### src/rtl/runahead_pkg.sv
`timescale 1ns/1ps
package runahead_pkg;
  typedef enum logic [1:0] {
    K_ALU    = 2'd0,
    K_LOAD   = 2'd1,
    K_STORE  = 2'd2,
    K_BRANCH = 2'd3
  } ins_kind_e;
endpackage

### src/rtl/ra_ckpt_rf.sv
`timescale 1ns/1ps
// Live register file plus a shadow copy taken on entry and restored on exit.
module ra_ckpt_rf #(
  parameter int NREG = 16,
  parameter int XLEN = 32,
  parameter int REGW = 4
) (
  input  logic            clk,
  input  logic            rst_n,
  input  logic            wr_en_i,
  input  logic [REGW-1:0] wr_idx_i,
  input  logic [XLEN-1:0] wr_data_i,
  input  logic            snap_i,
  input  logic            restore_i,
  input  logic [REGW-1:0] rd_idx_i,
  output logic [XLEN-1:0] rd_data_o
);
  logic [XLEN-1:0] live_vec [NREG];

  for (genvar g = 0; g < NREG; g++) begin : g_reg
    logic [XLEN-1:0] live_q, live_d, shad_q;
    logic            wr_hit;

    assign wr_hit = wr_en_i && (wr_idx_i == REGW'(g));

    always_comb begin
      live_d = live_q;
      if (restore_i)   live_d = shad_q;
      else if (wr_hit) live_d = wr_data_i;
    end

    always_ff @(posedge clk or negedge rst_n) begin
      if (!rst_n) live_q <= '0;
      else        live_q <= live_d;
    end

    always_ff @(posedge clk or negedge rst_n) begin
      if (!rst_n)      shad_q <= '0;
      else if (snap_i) shad_q <= live_q;
    end

    assign live_vec[g] = live_q;
  end

  assign rd_data_o = live_vec[rd_idx_i];
endmodule

### src/rtl/ra_inv_track.sv
`timescale 1ns/1ps
// One invalid bit per architectural register.
module ra_inv_track #(
  parameter int NREG = 16,
  parameter int REGW = 4
) (
  input  logic            clk,
  input  logic            rst_n,
  input  logic            clear_all_i,
  input  logic            upd_i,
  input  logic [REGW-1:0] upd_idx_i,
  input  logic            upd_inv_i,
  output logic [NREG-1:0] inv_o
);
  logic [NREG-1:0] inv_q, inv_d;

  always_comb begin
    inv_d = inv_q;
    if (clear_all_i)  inv_d = '0;
    else if (upd_i)   inv_d[upd_idx_i] = upd_inv_i;
  end

  always_ff @(posedge clk or negedge rst_n) begin
    if (!rst_n) inv_q <= '0;
    else        inv_q <= inv_d;
  end

  assign inv_o = inv_q;
endmodule

### src/rtl/ra_mode_ctl.sv
`timescale 1ns/1ps
// Mode register, restart PC, outstanding-request count and exit decision.
module ra_mode_ctl #(
  parameter int PCW     = 32,
  parameter int MAX_OUT = 8,
  parameter int CNTW    = 4
) (
  input  logic           clk,
  input  logic           rst_n,
  input  logic           exit_all_i,
  input  logic           entry_i,
  input  logic           issue_i,
  input  logic           refill_i,
  input  logic [PCW-1:0] pc_i,
  output logic           ra_o,
  output logic           exit_o,
  output logic           full_o,
  output logic [PCW-1:0] saved_pc_o
);
  logic            ra_q, ra_d;
  logic            back_q, back_d;
  logic [CNTW-1:0] ahead_q, ahead_d;
  logic [CNTW-1:0] out_q, out_d;
  logic [PCW-1:0]  spc_q;
  logic            exit_now;

  assign exit_now = ra_q && back_q && (!exit_all_i || (out_q == '0));

  always_comb begin
    ra_d    = ra_q;
    back_d  = back_q;
    ahead_d = ahead_q;
    out_d   = out_q + CNTW'(issue_i) - CNTW'(refill_i);
    if (exit_now) begin
      ra_d   = 1'b0;
      back_d = 1'b0;
    end else if (entry_i) begin
      ra_d    = 1'b1;
      back_d  = 1'b0;
      ahead_d = out_q - CNTW'(refill_i);
    end else if (ra_q && refill_i && !back_q) begin
      if (ahead_q == '0) back_d  = 1'b1;
      else               ahead_d = ahead_q - 1'b1;
    end
  end

  always_ff @(posedge clk or negedge rst_n) begin
    if (!rst_n) begin
      ra_q    <= 1'b0;
      back_q  <= 1'b0;
      ahead_q <= '0;
      out_q   <= '0;
    end else begin
      ra_q    <= ra_d;
      back_q  <= back_d;
      ahead_q <= ahead_d;
      out_q   <= out_d;
    end
  end

  always_ff @(posedge clk or negedge rst_n) begin
    if (!rst_n)       spc_q <= '0;
    else if (entry_i) spc_q <= pc_i;
  end

  assign ra_o       = ra_q;
  assign exit_o     = exit_now;
  assign full_o     = (out_q == CNTW'(MAX_OUT));
  assign saved_pc_o = spc_q;
endmodule

### src/rtl/ra_issue_ctl.sv
`timescale 1ns/1ps
// Per-instruction decisions: invalid result, request issue, stall, writes.
module ra_issue_ctl
  import runahead_pkg::*;
(
  input  logic      valid_i,
  input  ins_kind_e kind_i,
  input  logic      ra_i,
  input  logic      exit_i,
  input  logic      inv_a_i,
  input  logic      inv_b_i,
  input  logic      use_b_i,
  input  logic      dst_wr_i,
  input  logic      hit_i,
  input  logic      busy_i,
  input  logic      full_i,
  output logic      entry_o,
  output logic      inv_res_o,
  output logic      issue_o,
  output logic      dc_write_o,
  output logic      stall_o,
  output logic      wr_en_o
);
  logic act, is_alu, is_ld, is_st, is_br, src_inv, prefetch_ok;

  always_comb begin
    act     = valid_i && !exit_i;
    is_alu  = (kind_i == K_ALU);
    is_ld   = (kind_i == K_LOAD);
    is_st   = (kind_i == K_STORE);
    is_br   = (kind_i == K_BRANCH);
    src_inv = inv_a_i || (use_b_i && inv_b_i);

    prefetch_ok = ra_i && act && (is_ld || is_st) && !inv_a_i && !hit_i
                  && !busy_i && !full_i;

    entry_o    = act && !ra_i && is_ld && !hit_i;
    inv_res_o  = act && ((is_alu && src_inv) || (is_ld && (inv_a_i || !hit_i)));
    issue_o    = entry_o || prefetch_ok;
    dc_write_o = act && !ra_i && is_st;
    stall_o    = act && ra_i && is_br && src_inv;
    wr_en_o    = act && dst_wr_i && (is_alu || is_ld);
  end
endmodule

### src/rtl/runahead_ctrl.sv
`timescale 1ns/1ps
module runahead_ctrl
  import runahead_pkg::*;
#(
  parameter int NREG    = 16,
  parameter int XLEN    = 32,
  parameter int PCW     = 32,
  parameter int MAX_OUT = 8,
  localparam int REGW   = $clog2(NREG),
  localparam int CNTW   = $clog2(MAX_OUT + 1)
) (
  input  logic            clk,
  input  logic            rst_n,
  input  logic            exit_all_i,
  input  logic            ins_valid_i,
  input  logic [1:0]      ins_kind_i,
  input  logic [PCW-1:0]  ins_pc_i,
  input  logic [REGW-1:0] src_a_i,
  input  logic [REGW-1:0] src_b_i,
  input  logic            src_b_used_i,
  input  logic [REGW-1:0] dst_i,
  input  logic            dst_wr_i,
  input  logic [XLEN-1:0] result_i,
  input  logic            dc_hit_i,
  input  logic            line_busy_i,
  input  logic            refill_done_i,
  input  logic [REGW-1:0] rd_idx_i,
  output logic [XLEN-1:0] rd_data_o,
  output logic            rd_inv_o,
  output logic            runahead_o,
  output logic            ckpt_o,
  output logic            restore_o,
  output logic            flush_o,
  output logic            redirect_o,
  output logic [PCW-1:0]  redirect_pc_o,
  output logic            inv_o,
  output logic            mem_issue_o,
  output logic            dc_write_o,
  output logic            stall_o
);
  logic [NREG-1:0] inv_vec;
  logic            ra, exit_now, full, entry, inv_res, issue, wr_en;

  ra_mode_ctl #(.PCW(PCW), .MAX_OUT(MAX_OUT), .CNTW(CNTW)) u_mode (
    .clk        (clk),
    .rst_n      (rst_n),
    .exit_all_i (exit_all_i),
    .entry_i    (entry),
    .issue_i    (issue),
    .refill_i   (refill_done_i),
    .pc_i       (ins_pc_i),
    .ra_o       (ra),
    .exit_o     (exit_now),
    .full_o     (full),
    .saved_pc_o (redirect_pc_o)
  );

  ra_issue_ctl u_issue (
    .valid_i    (ins_valid_i),
    .kind_i     (ins_kind_e'(ins_kind_i)),
    .ra_i       (ra),
    .exit_i     (exit_now),
    .inv_a_i    (inv_vec[src_a_i]),
    .inv_b_i    (inv_vec[src_b_i]),
    .use_b_i    (src_b_used_i),
    .dst_wr_i   (dst_wr_i),
    .hit_i      (dc_hit_i),
    .busy_i     (line_busy_i),
    .full_i     (full),
    .entry_o    (entry),
    .inv_res_o  (inv_res),
    .issue_o    (issue),
    .dc_write_o (dc_write_o),
    .stall_o    (stall_o),
    .wr_en_o    (wr_en)
  );

  ra_inv_track #(.NREG(NREG), .REGW(REGW)) u_inv (
    .clk         (clk),
    .rst_n       (rst_n),
    .clear_all_i (exit_now),
    .upd_i       (wr_en),
    .upd_idx_i   (dst_i),
    .upd_inv_i   (inv_res),
    .inv_o       (inv_vec)
  );

  ra_ckpt_rf #(.NREG(NREG), .XLEN(XLEN), .REGW(REGW)) u_rf (
    .clk       (clk),
    .rst_n     (rst_n),
    .wr_en_i   (wr_en && !inv_res),
    .wr_idx_i  (dst_i),
    .wr_data_i (result_i),
    .snap_i    (entry),
    .restore_i (exit_now),
    .rd_idx_i  (rd_idx_i),
    .rd_data_o (rd_data_o)
  );

  assign rd_inv_o    = inv_vec[rd_idx_i];
  assign runahead_o  = ra;
  assign ckpt_o      = entry;
  assign restore_o   = exit_now;
  assign redirect_o  = exit_now;
  assign flush_o     = entry || exit_now;
  assign inv_o       = inv_res;
  assign mem_issue_o = issue;
endmodule

### config.mk
export PLATFORM = sky130hd
export DESIGN_NAME = runahead_ctrl
export DESIGN_NICKNAME = d
export VERILOG_FILES = /design/src/rtl/runahead_pkg.sv /design/src/rtl/ra_ckpt_rf.sv /design/src/rtl/ra_inv_track.sv /design/src/rtl/ra_mode_ctl.sv /design/src/rtl/ra_issue_ctl.sv /design/src/rtl/runahead_ctrl.sv
export SDC_FILE = /design/constraint.sdc
export NUM_CORES = 2
export LEC_CHECK = 0
export CORE_ASPECT_RATIO = 0.7
export CORE_UTILIZATION = 50
export CTS_CLUSTER_DIAMETER = 80
export DETAILED_ROUTE_END_ITERATION = 8
export GPL_TIMING_DRIVEN = 0
export PLACE_DENSITY = 0.67
export SLEW_MARGIN = 25
export SYNTH_ARGS = -nofsm -noshare
export SYNTH_HDL_FRONTEND = slang
export SYNTH_SLANG_ARGS = --single-unit
### constraint.sdc
create_clock -name clk -period 3.1 [get_ports clk]
set_input_delay 0.62 -clock clk [delete_from_list [all_inputs] [get_ports clk]]
set_output_delay 0.62 -clock clk [all_outputs]
set_load 0.01 [all_outputs]
==> impl_metrics.yaml <==
status:
  status: "complete, but fails checks"
  violations: "negative setup slack"
setup_path:
  cp_max_fo: 6
  crit_family: "multiplexers"
  timing_worst_setup_path_type: "in2out"
  cp_cell_sequence: "clkbuf_16 > clkbuf_16 > buf_12 > buf_12 > mux4_2 > mux4_2 > buf_6"
  critPathLaunchType: "input port"
  crit_arrival_ps: 2610
  slowest_stage: "mux4_2"
  crit_required_ps: 2480
  cp.buffers_inverters: 5
  cp-end-kind: "output pin"
  worst_path_largest_cell_delay_ps: 630
sta:
  maxSlewHeadroom_pct: 29.1
  rsz0062_at_grt: "yes"
  skew_ps: 33.7
  worst_slew_pin_slew_ps: 1060
  fin_crit_sh_pct: 104
  post-route-min-period_ps: 3230
  hold_violations: 0
  max_freq_ghz: 0.310
  fin_tns_setup_ps: -4200
  finalMaxSlewViolations: 0
  fin_ws_ps: -131
  setup_viol_count_final: 103
placement:
  dp.cells: 5890
  post-place-ws_ps: -1920
  dpl.hpwl_um: 104000
  numPortBuffers: 159
  place_area_um2: 51900
  gp_congestion: 0.867
drt:
  wl_per_cell_um: 24.0
  drt_wl_total_um: 148000
  ant_nets: 0
  firstDrtPassIters: 6
  dr_total_vias: 36200
  drcViolationCount: 0
  vias_per_cell: 5.86
  first_iter_violations: 4263
synthesis:
  synth_ff_type: "dfrtp_1"
  async_reset_ff_share_pct: 100
  synthTopCellsByArea: "dfrtp_1, mux2i_1, mux4_2, a21oi_1, o21ai_0"
  yosys.area.top_type: "dfrtp_1"
  seq_area_frac_synth_pct: 55.9
  synthCells: 4461
  yosysWarnings: 0
  synth_cell_type_count: 43
  syn_nets: 4567
  netlist.area_leader.share_pct: 55.9
  synth_commonest_cells: "dfrtp_1, nand2_1, a21oi_1"
  yosys_register_bits: 1082
  syn_area_um2: 48500
  synth.most_common_cell: "dfrtp_1"
  syn_avg_cell_area_um2: 10.9
  synth-edff-count: 0
cells_and_area:
  final_area_um2: 57300
  final_nets: 4935
  syn_to_final_growth_pct: 18.2
  final-instance-count-excl-fill: 6173
  num-fill-cells: 7691
  final_layout_size_suffix_gt1_share_pct: 13.6
global_route:
  grtUsageTotal_pct: 30.2
  grt_max_degree: 136
  grt_pass1_wl_um: 223000
  grt_overflow: 0
  antenna_found_initial: 2
  grt_pass1_vias: 35200
power:
  finalPower_uw: 53600
  p_leak_uw: 0.0304
  power.density_nw_per_um2: 935
  peakVddDrop_uv: 617
clock_tree:
  clockBufferDepth: 3
  clock_sinks: 1082
  cts_made_buffers: 102
  h-tree-depth: 3
  path_clk_slew_ps: 70
  clk_latency_ps: 720
  cts_tree: "yes"
  root_buffer: "clkbuf_16"
job:
  maxCapViolCount: 0
die:
  io_pins: 165
  core_area_um2: 96000
  die_area_um2: 98200
  die_w_um: 374
  rows: 95
  initial_core_util_pct: 50.4
  die_y_um: 262
worst_hold_path:
  hold_path_class: "in2reg"
## per-stage QoR
stage               hold WS (ps)  utilization, %
floorplan                    324               -
global placement             456            53.8
detailed placement           462            54.0
CTS                          409            59.4
global route                 432            59.6
finish                       450            59.6
## per-layer routing
metal	routed length, um	part of all wire, %	track usage (%)
met1	68100	46	47.4
met2	61900	42	41.7
met3	15100	10	8.12
met4	3230	2.2	6.46
met5	0	0	0
## worst paths after layout
| check | end | from | depth (start not counted) | slack, ps |
|---|---|---|---|---|
| setup reg to reg | u_rf.g_reg[10].shad_q[26] | u_mode.ra_o | 7 | 80 |
| min in group asynchronous | u_rf.g_reg[13].shad_q[7] | rst_n | 3 | 580 |
| setup / recovery | rd_data_o[19] | rd_idx_i[0] | 7 | -130 |
| max in group asynchronous | u_mode.out_q[1] | rst_n | 6 | 550 |
| hold / removal | u_mode.saved_pc_o[8] | ins_pc_i[8] | 3 | 450 |
| hold reg to reg | u_mode.saved_pc_o[5] | u_mode.saved_pc_o[5] | 2 | 470 |
## cell families after synthesis
| group | Yosys count | synth area share [%] |
|---|---|---|
| compound gates | 1070 | 11.3 |
| xor+xnor | 7 | 0.127 |
| fa+ha+maj | 15 | 0.403 |
| buf+inv | 887 | 7.65 |
| flops | 1082 | 55.9 |
| mux | 689 | 18.7 |
| simple gates | 711 | 6.01 |
## cells in the final DEF, fill, tap and decap left out, drive strengths merged, types with 6 or more instances in the layout
cell type	instances
clkbuf	400
nand2	622
mux4	171
and2	35
mux2i	514
a21oi	531
ha	14
buf	245
inv	531
bufinv	11
clkinvlp	7
o21ai	516
a32o	16
clkdlybuf4s50	114
nor2	12
clkinv	21
dlygate4sd2	6
dfrtp	1082
or3b	16
nor3	9
## power by group
group	leakage, uW	internal, uW	switching, uW
registers	0.0125	21000	3870
logic	0.0161	6830	8470
clock network	0.00174	7730	5680
total	0.0304	35500	18000
## worst register-to-register path, stage by stage, from the launching register on
cell       delay, ps
dfrtp_2          390
buf_4            120
nand4bb_4        180
clkbuf_16        190
buf_4            230
clkbuf_1         720
clkbuf_1         830
o21ai_0          210
## area by class of cell
type                       instances  area [um^2]  area share [%]
antenna                            1         2.50         0.00437
buffer                           340         2130            3.72
clock buffer                     147         3040            5.30
clock inverter                    39          522           0.911
inverter                         531         2000            3.50
multi-input combinational       2492        17800            31.1
sequential                      1082        27100            47.3
tap                             1261         1580            2.75
timing repair buffer             280         3130            5.46
## flip-flops by register name (all words and copies together) (netlist names)
name,flops
u_inv.inv_o,16
u_mode.ahead_q,4
u_mode.back_q,1
u_mode.out_q,4
u_mode.ra_o,1
u_mode.saved_pc_o,32
u_rf.g.live_q,512
u_rf.g.shad_q,512
## what timing repair did
action | in CTS | in global routing
hold buffers | 2 | 0
cloned | 6 | 3
hold endpoints to repair | 61 | 0
pin swaps | 10 | 9
resized for setup | 379 | 57
setup endpoints to repair | 1009 | 519
buffers inserted | 73 | 30
Note: power is estimated with default switching activity, not from simulation.
